==> src/rtl/idle_timer_pkg.sv <==
package idle_timer_pkg;
  typedef enum logic [1:0] {
    REG_START = 2'd0,
    REG_RATE  = 2'd1,
    REG_MASK  = 2'd2,
    REG_NONE  = 2'd3
  } reg_addr_e;

  typedef logic [1:0] rate_t;
  localparam int NUM_RATES = 4;
endpackage

==> src/rtl/idle_regs.sv <==
module idle_regs
  import idle_timer_pkg::*;
#(
  parameter int CNT_W  = 8,
  parameter int EVT_W  = 8,
  parameter int DATA_W = 8
) (
  input  logic              clk,
  input  logic              rst,
  input  logic              wr_en,
  input  logic [1:0]        wr_addr,
  input  logic [DATA_W-1:0] wr_data,
  input  logic [EVT_W-1:0]  activity_i,
  output logic [CNT_W-1:0]  start_val,
  output logic              load_new,
  output logic [CNT_W-1:0]  load_data,
  output logic              evt_hit,
  output rate_t             rate_q,
  output logic              rate_chg
);
  reg_addr_e           sel;
  logic [EVT_W-1:0]    mask_q;
  logic [CNT_W-1:0]    start_q;
  logic                unused_wdata_hi;

  assign sel             = reg_addr_e'(wr_addr);
  assign load_new        = wr_en && (sel == REG_START);
  assign rate_chg        = wr_en && (sel == REG_RATE);
  assign load_data       = wr_data[CNT_W-1:0];
  assign evt_hit         = |(activity_i & mask_q);
  assign start_val       = start_q;
  assign unused_wdata_hi = ^wr_data;

  always_ff @(posedge clk) begin
    if (rst) begin
      start_q <= '0;
      rate_q  <= '0;
      mask_q  <= '1;
    end else if (wr_en) begin
      case (sel)
        REG_START: start_q <= wr_data[CNT_W-1:0];
        REG_RATE:  rate_q  <= wr_data[1:0];
        REG_MASK:  mask_q  <= wr_data[EVT_W-1:0];
        default:   ;
      endcase
    end
  end
endmodule

==> src/rtl/idle_prescaler.sv <==
module idle_prescaler
  import idle_timer_pkg::*;
#(
  parameter int RATE_SHIFT = 4
) (
  input  logic  clk,
  input  logic  rst,
  input  logic  restart,
  input  rate_t rate,
  output logic  tick
);
  localparam int PRE_W = (NUM_RATES - 1) * RATE_SHIFT;

  logic [PRE_W-1:0]     pre_q;
  logic [NUM_RATES-1:0] at_limit;

  for (genvar g = 0; g < NUM_RATES; g++) begin : g_lim
    localparam logic [PRE_W-1:0] LIM = PRE_W'((64'd1 << (g * RATE_SHIFT)) - 64'd1);
    assign at_limit[g] = (pre_q == LIM);
  end

  assign tick = at_limit[rate];

  always_ff @(posedge clk) begin
    if (rst || restart || tick) pre_q <= '0;
    else                        pre_q <= pre_q + PRE_W'(1);
  end
endmodule

==> src/rtl/idle_countdown.sv <==
module idle_countdown #(
  parameter int CNT_W = 8
) (
  input  logic             clk,
  input  logic             rst,
  input  logic             tick,
  input  logic             load_new,
  input  logic [CNT_W-1:0] load_data,
  input  logic             evt_hit,
  input  logic [CNT_W-1:0] start_val,
  output logic             expire_o
);
  logic [CNT_W-1:0] cnt_q;
  logic             reload;
  logic             last_step;

  assign reload    = load_new || evt_hit;
  assign last_step = tick && (cnt_q == CNT_W'(1)) && !reload;

  always_ff @(posedge clk) begin
    if (rst) begin
      cnt_q    <= '0;
      expire_o <= 1'b0;
    end else begin
      expire_o <= last_step;
      if (load_new)                         cnt_q <= load_data;
      else if (evt_hit)                     cnt_q <= start_val;
      else if (tick && (cnt_q != '0))       cnt_q <= cnt_q - CNT_W'(1);
    end
  end
endmodule

==> src/rtl/idle_timer.sv <==
module idle_timer
  import idle_timer_pkg::*;
#(
  parameter int CNT_W      = 8,
  parameter int EVT_W      = 8,
  parameter int DATA_W     = 8,
  parameter int RATE_SHIFT = 4
) (
  input  logic              clk,
  input  logic              rst,
  input  logic              wr_en,
  input  logic [1:0]        wr_addr,
  input  logic [DATA_W-1:0] wr_data,
  input  logic [EVT_W-1:0]  activity_i,
  output logic              expire_o
);
  logic [CNT_W-1:0] start_val;
  logic [CNT_W-1:0] load_data;
  logic             load_new;
  logic             evt_hit;
  logic             rate_chg;
  logic             tick;
  rate_t            rate_q;

  idle_regs #(.CNT_W(CNT_W), .EVT_W(EVT_W), .DATA_W(DATA_W)) u_regs (
    .clk(clk), .rst(rst), .wr_en(wr_en), .wr_addr(wr_addr), .wr_data(wr_data),
    .activity_i(activity_i), .start_val(start_val), .load_new(load_new),
    .load_data(load_data), .evt_hit(evt_hit), .rate_q(rate_q), .rate_chg(rate_chg)
  );

  idle_prescaler #(.RATE_SHIFT(RATE_SHIFT)) u_pre (
    .clk(clk), .rst(rst), .restart(load_new || evt_hit || rate_chg),
    .rate(rate_q), .tick(tick)
  );

  idle_countdown #(.CNT_W(CNT_W)) u_cnt (
    .clk(clk), .rst(rst), .tick(tick), .load_new(load_new), .load_data(load_data),
    .evt_hit(evt_hit), .start_val(start_val), .expire_o(expire_o)
  );
endmodule

==> config.mk <==
export PLATFORM = sky130hd
export DESIGN_NAME = idle_timer
export DESIGN_NICKNAME = d
export VERILOG_FILES = /design/src/rtl/idle_timer_pkg.sv /design/src/rtl/idle_regs.sv /design/src/rtl/idle_prescaler.sv /design/src/rtl/idle_countdown.sv /design/src/rtl/idle_timer.sv
export SDC_FILE = /design/constraint.sdc
export NUM_CORES = 1
export LEC_CHECK = 0
export BUFFER_PORTS_ARGS = -buffer_cell sky130_fd_sc_hd__buf_2
export CORE_MARGIN = 4
export CORE_UTILIZATION = 39
export CTS_CLUSTER_DIAMETER = 30
export DETAILED_ROUTE_END_ITERATION = 12
export GPL_TIMING_DRIVEN = 0
export SYNTH_ARGS = -nofsm -noshare
export SYNTH_HDL_FRONTEND = slang
export SYNTH_SLANG_ARGS = --single-unit
==> constraint.sdc <==
create_clock -name clk -period 4.9 [get_ports clk]
set_input_delay 0.98 -clock clk [delete_from_list [all_inputs] [get_ports clk]]
set_output_delay 0.98 -clock clk [all_outputs]
set_load 0.03 [all_outputs]
* Word level (Yosys, flattened, before mapping) *
Index checks and enable logic that the tools add are counted.

storage, ports and cells
  output and inout port bits = 1
  logic and storage cells = 39
  bits in registers = 39
  bits of input ports = 21

operators by class
  equality and inequality tests = 6
  reduce and logical (&&, ||, !) cells = 18
  bitwise gates (word level) = 1
  magnitude comparators = 1
  multiplexer cells = 5
  add/subtract/negate cells = 2

operators by type and width
  operator                 count
  $mux W8                  3
  $add A12 B1 Y12 const B  1
  $eq A12 B12 Y1 const B   1
  $eq A12 B4 Y1 const B    1
  $eq A12 B8 Y1 const B    1
  $logic_not A12 Y1        1
  $and A8 B8 Y8            1
  $eq A8 B1 Y1 const B     1
  $reduce_bool A8 Y1       1
  $reduce_or A8 Y1         1
  $sub A8 B1 Y8 const B    1
  $reduce_and A2 Y1        3
  $logic_and A1 B1 Y1      5
  $logic_or A1 B1 Y1       4
  $lt A2 B3 Y1 const B     1
  $reduce_bool A3 Y1       1
  $bmux W1 S2              1
  $eq A2 B1 Y1 const B     1
  $eq A2 B2 Y1 const B     1
  $logic_not A2 Y1         1
  $logic_not A1 Y1         1
  $mux W1                  1

* Longest topological paths before layout *
Gate-level depths: netlist (run 1).

  depth in word-level cells = 7
  gate-level depth with buffers = 8
  gate-level depth less buffers = 7

* Cells and area by module *
A second synthesis (run 1) with hierarchy kept.

unflattened totals
  cell total of the unflattened synthesis = 241
  area total of the unflattened synthesis = 2162.1 µm²

modules (own cells, without submodules)
  module          times used  seq. area each (µm²)  cells an instance  area each (µm²)
  idle_regs       1           360.3                 92                 873.3
  idle_countdown  1           180.2                 85                 681.9
  idle_prescaler  1           240.2                 63                 600.6
  idle_timer      1           0.0                   1                  6.3

* Worst setup path after synthesis (run 1) *
No wires, ideal clock.

  kind = in2reg
  from = input port wr_addr[0]
  to = register u_cnt.cnt_q[7]
  setup time = 137 ps
  cell stages on the path = 6
  buffers on the path = 1
  arrival time = 2062 ps
  path slack = 2701 ps
  data required time = 4763 ps
  cells stage by stage = or3b_2 clkbuf_1 nand2_1 o21ai_0 a21oi_1 a221oi_2

on the way
  cells in the longest elaborated chain, start to end = 3
  elaborated cells on any way between the ends = 4
  those cells by class = mux: 1; reduce/logical: 3

ends and longest elaborated chain
  what                                                            RTL line              text
  start, declared                                                 idle_timer.sv:12      input logic [1:0] wr_addr,
  $logic_not A2 Y1 *                                              idle_regs.sv:27       assign load_new = wr_en && (sel == REG_START);
  $logic_and A1 B1 Y1 *                                           idle_regs.sv:27
  $reduce_bool A3 Y1 (no line) / $mux W8 (equally long branches)  -
  end signal, assigned                                            idle_countdown.sv:26  if (load_new) cnt_q <= load_data;
  end signal, assigned                                            idle_countdown.sv:27  else if (evt_hit) cnt_q <= start_val;
  end signal, assigned                                            idle_countdown.sv:28  else if (tick && (cnt_q != '0)) cnt_q <= cnt_q - CNT_W'(1);
  end, declared                                                   idle_countdown.sv:13  logic [CNT_W-1:0] cnt_q;

Mark *: on every way between the ends. The rest lies on a longest branch, timed or not.
A chain may end at the register's enable or synchronous reset.

* Worst setup path in the final report (run 1) *
  from = input port activity_i[0]
  to = register u_cnt.cnt_q[0]

on the way
  cells in the longest elaborated chain, start to end = 4
  elaborated cells on any way between the ends = 5
  those cells by class = mux: 2; bitwise: 1; reduce/logical: 2

ends and longest elaborated chain
  what                RTL line              text
  start, declared     idle_timer.sv:14      input logic [EVT_W-1:0] activity_i,
  $and A8 B8 Y8 *     idle_regs.sv:30       assign evt_hit = |(activity_i & mask_q);
  $reduce_or A8 Y1 *  idle_regs.sv:30
  $mux W8             idle_countdown.sv:27
  $mux W8             idle_countdown.sv:26

Marks and branches as above.

==> out/metrics.cfg, run 1 <==
[floorplan]
row_count=25
dieHeight_um=78.8
die_w_um=78.8
pin_count=22
die_area_mm2=0.00620
start_util=0.408
fp.coreArea_mm2=0.00479

[power]
p_int_uw=522
pwr-share-clk=0.408
ir_worst_vdd_v=0.000166
combPwrFrac=0.106
switching_share=0.239
p_sw_uw=164
pwr-share-seq=0.486
power.leakage_nw=0.860
power.density_mw_per_mm2=303

[place]
port_buffers=21
dp_hpwl_um=3130
gp_congestion=0.821
place_ws_ps=2240

[route]
wire_per_inst_um=13.2
drtIter0Drc=96
dr.pass1.iters=4
vias=1667
vias_per_cell=5.23
totalWireLength_um=4230
antenna_left=0
drc=0

[global_route]
busiest_layer=met2
antenna_found_initial=0
globalRouteOverflowTotal=0
grt_pass1_vias=1527
grt_use_met1=0.204
grt_max_degree=13
grtUsageTotal=0.145
met2_usage=0.216
use_met3=0.0306
grt_pass1_wl_um=7210

[yosys]
synthFlopType=dfxtp_1
synth_area_leaders=dfxtp_1 (40%), nand2_1 (7.7%), nand3_1 (4.9%)
postSynthAreaPerCell_um2=8.76
synthMostInstantiatedCell=nand2_1
yosysTopAreaCell=dfxtp_1
synth_area_mm2=0.00195
synth_warnings=0
synthArstFlopShare=0
synth.distinct_cells=46
synth_fp_nets=248
synth-edff-count=0
ys_ff_latch=39
syn_inst=223
synth_top_area_frac=0.400
synth_common_cells=nand2_1 (40), dfxtp_1 (39), nand3_1 (19)
yosysSeqAreaShare=0.400

[run_status]
status=completed

[clocking]
cts_root_buf=clkbuf_8
cts_made_buffers=5
post_cts_buffers=0
cts_resized=0
clk_pin_slew_ps=80
holdBufCountCts=0
htreeDepth=2
cts_buffer_depth=2
clock-sinks=39
cts_tree=done
worstSkewPairLatency_ps=290

[final_layout]
fillCellCount=458
final_core_util=0.472
syn2layout_area_growth_pct=15.7
fin_nets=276
diodes=0
drive_gt1_frac=0.226

[timing]
rsz0062_at_grt=no
worstMarginPinSlew_ps=653
fin_crit_ps=2370
period_share=0.483
fin_tns_setup_ps=0
timing.fmax_mhz=422
skew_ps=4.12
maxSlewHeadroom=0.563
drv_slew=0
setup_viol=0
hold_viol=0
setup_slack_ps=2530

[critical_path]
cp.arrival_ps=2610
path_max_fanout=10
crit_chain=buf_2, a22oi_1, and4_1, clkbuf_1, nand2_1, a31oi_1, o221a_2
max_stage_delay_ps=350
worstSetupStartpointType=input pin
cp-end-kind=flip-flop
critPathBufInv=2
critical-path-top-delay-family=compound AO/OA/AOI/OAI gates
path_class=input pin to flip-flop
required_ps=5140
cpMaxStageDelayCell=clkbuf_1

[worst_hold_path]
hold_path_class=flip-flop to flip-flop

[job]
max_cap_violations=0

-- cells by family after synthesis --
kind of cell	count (synthesis)	share of synthesized area
buffers and inverters	16	0.0346
flip-flops	39	0.400
adder cells (fa/ha/maj)	4	0.0256
XOR/XNOR	15	0.0673
AND/OR/NAND/NOR	106	0.302
AO/OA/AOI/OAI	43	0.170
-- cell type report --
class,count,area (um^2),area share
multi-input combinational,168,1100,0.489
clock inverter,2,35.0,0.0155
sequential,39,781,0.346
inverter,10,37.5,0.0166
tap,67,83.8,0.0371
clock buffer,6,82.6,0.0365
timing repair buffer,21,105,0.0465
buffer,6,30.0,0.0133
-- sequential cells by signal, summed over array words and instances (netlist names) --
signal / count
u_pre.pre_q: 12
u_regs.mask_q: 8
u_cnt.cnt_q: 8
u_regs.start_val: 8
u_cnt.expire_o: 1
u_regs.rate_q: 2
-- power groups by stage --
| stage | logic (mW) | registers (mW) | clock network [mW] |
|---|---|---|---|
| after global routing | 0.0805 | 0.334 | 0.296 |
| after floorplan | 0.0505 | 0.339 | 0 |
| after detailed placement | 0.0721 | 0.341 | 0 |
| after CTS | 0.0726 | 0.333 | 0.289 |
| after global placement | 0.0716 | 0.340 | 0 |
| final | 0.0724 | 0.333 | 0.280 |
-- cells in the final DEF, fill, tap and decap left out, types with 7 or more instances in the layout --
master,synthesis,final
nand2_1,40,40
dfxtp_1,39,39
buf_2,0,21
nand3_1,19,19
nor2_1,15,15
a21oi_1,15,15
inv_1,9,9
nor2_2,9,9
xor2_1,8,8
xnor2_1,7,7
-- metal layers --
layer  wire length (um)  vias up
met2               1750       41
met3                219        7
li1                   -      855
met1               2200      764
met5                  0        -
met4                 55        0
-- tightest hold or removal path, delay by kind of cell, from the launching register on --
family / cells / cell delay (ps)
AND/OR/NAND/NOR: 1 / 60
AO/OA/AOI/OAI: 1 / 60
flip-flops: 1 / 300
-- worst paths after layout --
path / startpoint / endpoint / slack [ps] / depth (start not counted)
setup / recovery: activity_i[0] / u_cnt.cnt_q[0] / 2530 / 7
hold / removal: u_regs.start_val[7] / u_regs.start_val[7] / 460 / 2
setup reg to reg: u_cnt.cnt_q[0] / u_cnt.cnt_q[0] / 2800 / 7
hold reg to reg: u_regs.start_val[7] / u_regs.start_val[7] / 460 / 2
-- per-stage QoR --
| step | hold WS (ps) | instance area (um^2) | cells | power [mW] |
|---|---|---|---|---|
| after floorplan | 437 | 1950 | 223 | 0.389 |
| after global placement | 444 | 2140 | 311 | 0.412 |
| after detailed placement | 450 | 2140 | 311 | 0.413 |
| after CTS | 462 | 2260 | 319 | 0.694 |
| after global routing | 482 | 2260 | 319 | 0.711 |
| final | 459 | 2260 | 319 | 0.686 |
(Power assumes the default switching activity.)
==> inputs of run 2 (changes only) <==
==> constraint.sdc (replaced) <==
create_clock -name clk -period 2.01 [get_ports clk]
set_input_delay 0.402 -clock clk [delete_from_list [all_inputs] [get_ports clk]]
set_output_delay 0.402 -clock clk [all_outputs]
set_load 0.03 [all_outputs]
==> out/metrics.cfg, run 2 (same netlist as run 1, synthesis figures left out) <==
[timing]
drv_slew=0
fin_tns_setup_ps=0
skew_ps=4.00
period_share=0.953
worstMarginPinSlew_ps=703
fin_crit_ps=1910
setup_viol=0
whs_ps=335
maxSlewHeadroom=0.529
hold_viol=0
timing.fmax_mhz=522

[route]
antenna_left=0
totalWireLength_um=4340
dr.pass1.iters=4
vias=1689
drtIter0Drc=126
wire_per_inst_um=13.5
drc=0
vias_per_cell=5.26

[place]
dp_hpwl_um=3130
port_buffers=21
gp_congestion=0.821

[clocking]
htreeDepth=2
clk_pin_slew_ps=80
holdBufCountCts=0
cts_buffer_depth=2
cts_tree=done
cts_root_buf=clkbuf_8
clock-sinks=39
worstSkewPairLatency_ps=290
cts_made_buffers=5

[final_layout]
drive_gt1_frac=0.280
largest_reg_flops=12
final_common_cell=nand2_1
most-common-layout-cells=nand2_1 (39), dfxtp_1 (36), buf_2 (21), nand3_1 (19), a21oi_1 (15)
diodes=0
fin_nets=278
syn2layout_area_growth_pct=20.0
top_register=u_pre.pre_q

[worst_hold_path]
min_from=wr_data[4]
hold_path_class=input pin to flip-flop
holdPathEnd=u_regs.mask_q[4]
min_path_cells=3

[floorplan]
die_w_um=78.8
dieHeight_um=78.8
fp.coreArea_mm2=0.00479
row_count=25
die_area_mm2=0.00620
start_util=0.408
pin_count=22

[global_route]
globalRouteOverflowTotal=0
grt_pass1_wl_um=7240
grt_pass1_vias=1536
antenna_found_initial=0
grt_max_degree=13
grtUsageTotal=0.145

[power]
ir_worst_vdd_v=0.000405
power.density_mw_per_mm2=725
power.leakage_nw=0.876

[critical_path]
regToRegSetupSlack_ps=100
required_ps=2240
r2r_end=u_pre.pre_q[11]
path_class=flip-flop to flip-flop
cp.arrival_ps=2150
cp-end-kind=flip-flop
reg2reg_from=u_pre.pre_q[0]
worstSetupStartpointType=flip-flop
r2r_cells=7
path_max_fanout=10

[job]
max_cap_violations=0

[run_status]
status=completed

[run 2: changes by cell type in the layout (fill, tap and decap cells not counted), moves of 2 or more]
cell,delta
a221oi_2,+4
buf_4,+3
dfxtp_1,-3
a221oi_1,-4
nor2_1,-2
dfxtp_2,+2
nor2_2,+2
[run 2: power by group]
group          switching [mW]  internal (mW)  leakage (nW)
combinational           0.112         0.0906         0.497
sequential             0.0195          0.792         0.319
clock                   0.282          0.402        0.0612
total                   0.414           1.28         0.876
[run 2: how the worst max path moves through the flow]
stage / from / end / cells past startpoint
after floorplan: u_pre.pre_q[0] / u_pre.pre_q[11] / 8
after global routing: u_pre.pre_q[0] / u_pre.pre_q[11] / 7
after global placement: activity_i[0] / u_cnt.cnt_q[0] / 7
after detailed placement: u_cnt.cnt_q[0] / u_cnt.cnt_q[0] / 7
final: u_pre.pre_q[0] / u_pre.pre_q[11] / 7
after CTS: u_cnt.cnt_q[0] / u_cnt.cnt_q[6] / 7
[run 2: cell type report]
type,count,area [um^2]
fill,451,2440
multi-input combinational,168,1160
sequential,39,787
timing repair buffer,24,128
tap,67,83.8
clock buffer,6,82.6
inverter,10,37.5
clock inverter,2,35.0
buffer,5,30.0
[run 2: repair_timing]
item,4_1_cts,5_1_grt
setup endpoints to repair,16,18
gates cloned,0,0
buffers inserted,1,2
resized for setup,1,14
pin swaps,1,1
[run 2: through the flow]
step	instances	util	area, um^2	setup WS (ps)	power (mW)
2_1_floorplan	223	-	1950	173	0.949
3_3_place_gp	311	0.448	2140	-68.0	1.00
3_5_place_dp	311	0.448	2140	-74.9	1.01
4_1_cts	320	0.474	2270	11.5	1.70
5_1_grt	321	0.490	2340	-2.66	1.76
6_report	321	0.490	2340	95.1	1.70
[run 2: critical path: stages, from the launching register on]
cell and delay [ps]:
dfxtp_4 360, ha_1 230, nand4_1 150, nor2_2 90, a32o_2 290, or4_4 450
buf_8 180, nor2_2 100
[run 2: routing by layer]
layer	vias to the layer above	GRT usage	routed length [um]
met3	6	0.0306	217
met5	-	0	0
met4	0	0.0524	51
li1	859	-	-
met2	42	0.217	1840
met1	782	0.205	2230
==> inputs of run 3 (changes only) <==
--- a/config.mk
+++ b/config.mk
@@ -11,6 +11,7 @@
 export CTS_CLUSTER_DIAMETER = 30
 export DETAILED_ROUTE_END_ITERATION = 12
 export GPL_TIMING_DRIVEN = 0
+export SETUP_SLACK_MARGIN = 0.1
 export SYNTH_ARGS = -nofsm -noshare
 export SYNTH_HDL_FRONTEND = slang
 export SYNTH_SLANG_ARGS = --single-unit
==> constraint.sdc (replaced) <==
create_clock -name clk -period 1.75 [get_ports clk]
set_input_delay 0.35 -clock clk [delete_from_list [all_inputs] [get_ports clk]]
set_output_delay 0.35 -clock clk [all_outputs]
set_load 0.03 [all_outputs]
==> out/metrics.cfg, run 3 (same netlist as run 1, synthesis figures left out) <==
[run_status]
status=complete, but fails checks
violations=negative setup slack

[clocking]
cts_made_buffers=5
htreeDepth=2
cts_root_buf=clkbuf_8
cts_buffer_depth=2
cts_tree=done
worstSkewPairLatency_ps=300
clk_pin_slew_ps=80
clock-sinks=39

[timing]
worstMarginPinSlew_ps=731
hold_viol=0
skew_ps=6.68
timing.fmax_mhz=507
setup_slack_ps=-224
maxSlewHeadroom=0.510
setup_viol=20
drv_slew=0
rsz0062_at_grt=yes
period_share=1.13
fin_crit_ps=1970
whs_ps=283

[critical_path]
cp.arrival_ps=2210
path_max_fanout=5
required_ps=1980
cp-end-kind=flip-flop
worstSetupStartpointType=flip-flop
path_class=flip-flop to flip-flop

[final_layout]
final_core_util=0.563
diodes=0
drive_gt1_frac=0.409
most-common-layout-cells=nand2_1 (39), dfxtp_1 (31), buf_2 (21), buf_4 (20), nand3_1 (19)
top_register=u_pre.pre_q
syn2layout_area_growth_pct=37.9
final_common_cell=nand2_1
stdcell_count=346
largest_reg_flops=12
fin_nets=303

[worst_hold_path]
hold_path_class=input pin to flip-flop

[global_route]
grt_pass1_vias=1609
grtUsageTotal=0.157
antenna_found_initial=0
grt_pass1_wl_um=7710
globalRouteOverflowTotal=0
grt_max_degree=13

[floorplan]
start_util=0.408
fp.coreArea_mm2=0.00479
pin_count=22
row_count=25
dieHeight_um=78.8
die_w_um=78.8
die_area_mm2=0.00620

[route]
antenna_left=0
vias_per_cell=5.13
dr.pass1.iters=4
drc=0
wire_per_inst_um=14.0
totalWireLength_um=4840
vias=1775
drtIter0Drc=169

[place]
gp_congestion=0.786
port_buffers=21
placedCellCount=311
place_ws_ps=-274
dp_hpwl_um=3240

[power]
ir_worst_vdd_v=0.000418
power_mw=1.86
power.leakage_nw=1.01
power.density_mw_per_mm2=689

[job]
max_cap_violations=0

[run 3: cell count changes in the layout (fill, tap and decap cells not counted), sizes merged]
cell    change
bufinv      -1
clkinv      +2
buf        +24
[run 3: area by class of cell]
class,instances,area [um^2]
Multi-Input combinational cell,168,1290
Timing Repair Buffer,48,350
Clock buffer,5,68.8
Inverter,10,40.0
Tap cell,67,83.8
Fill cell,410,2090
Sequential cell,39,801
Clock inverter,3,15.0
Buffer,6,40.0
[run 3: what timing repair did]
action                                  CTS  global route
setup buffers                            14            13
pin swaps                                 3            17
endpoints found under the setup margin   21            21
gates resized for setup                   9            38
gates cloned                              1             0
hold buffers                              0             0
[run 3: worst max-delay path: stages, from the launching register on]
cell	delay (ps)
dfxtp_4	370
ha_4	160
nand4_1	140
buf_4	150
nor2_4	30
a32o_2	280
or4_4	490
buf_12	180
nor2_4	90
[run 3: per-stage QoR]
stage | TNS, ps | cell area, um^2
2_1_floorplan | -7.34 | 2000
3_3_place_gp | -3810 | 2190
3_5_place_dp | -3720 | 2190
4_1_cts | -2840 | 2450
5_1_grt | -4360 | 2690
6_report | -3340 | 2690
[run 3: final timing paths]
path	from	cells past startpoint	end	slack, ps
worst max-delay path	u_pre.pre_q[0]	8	u_pre.pre_q[6]	-220
worst min-delay path	wr_data[5]	3	u_regs.mask_q[5]	280
worst max register to register	u_pre.pre_q[0]	8	u_pre.pre_q[6]	-220
worst min register to register	u_regs.start_val[5]	2	u_regs.start_val[5]	460
[run 3: per-layer routing]
layer,track usage,vias to the layer above,routed length (um)
met5,0,-,0
met4,0.0577,0,71
met3,0.0340,7,189
met2,0.233,38,2200
met1,0.222,830,2380
li1,-,900,-
[run 3: report_power, final]
part	switching (mW)	leakage, nW	internal (mW)
Sequential	0.0236	0.322	0.906
Combinational	0.153	0.645	0.161
Clock	0.341	0.0477	0.273
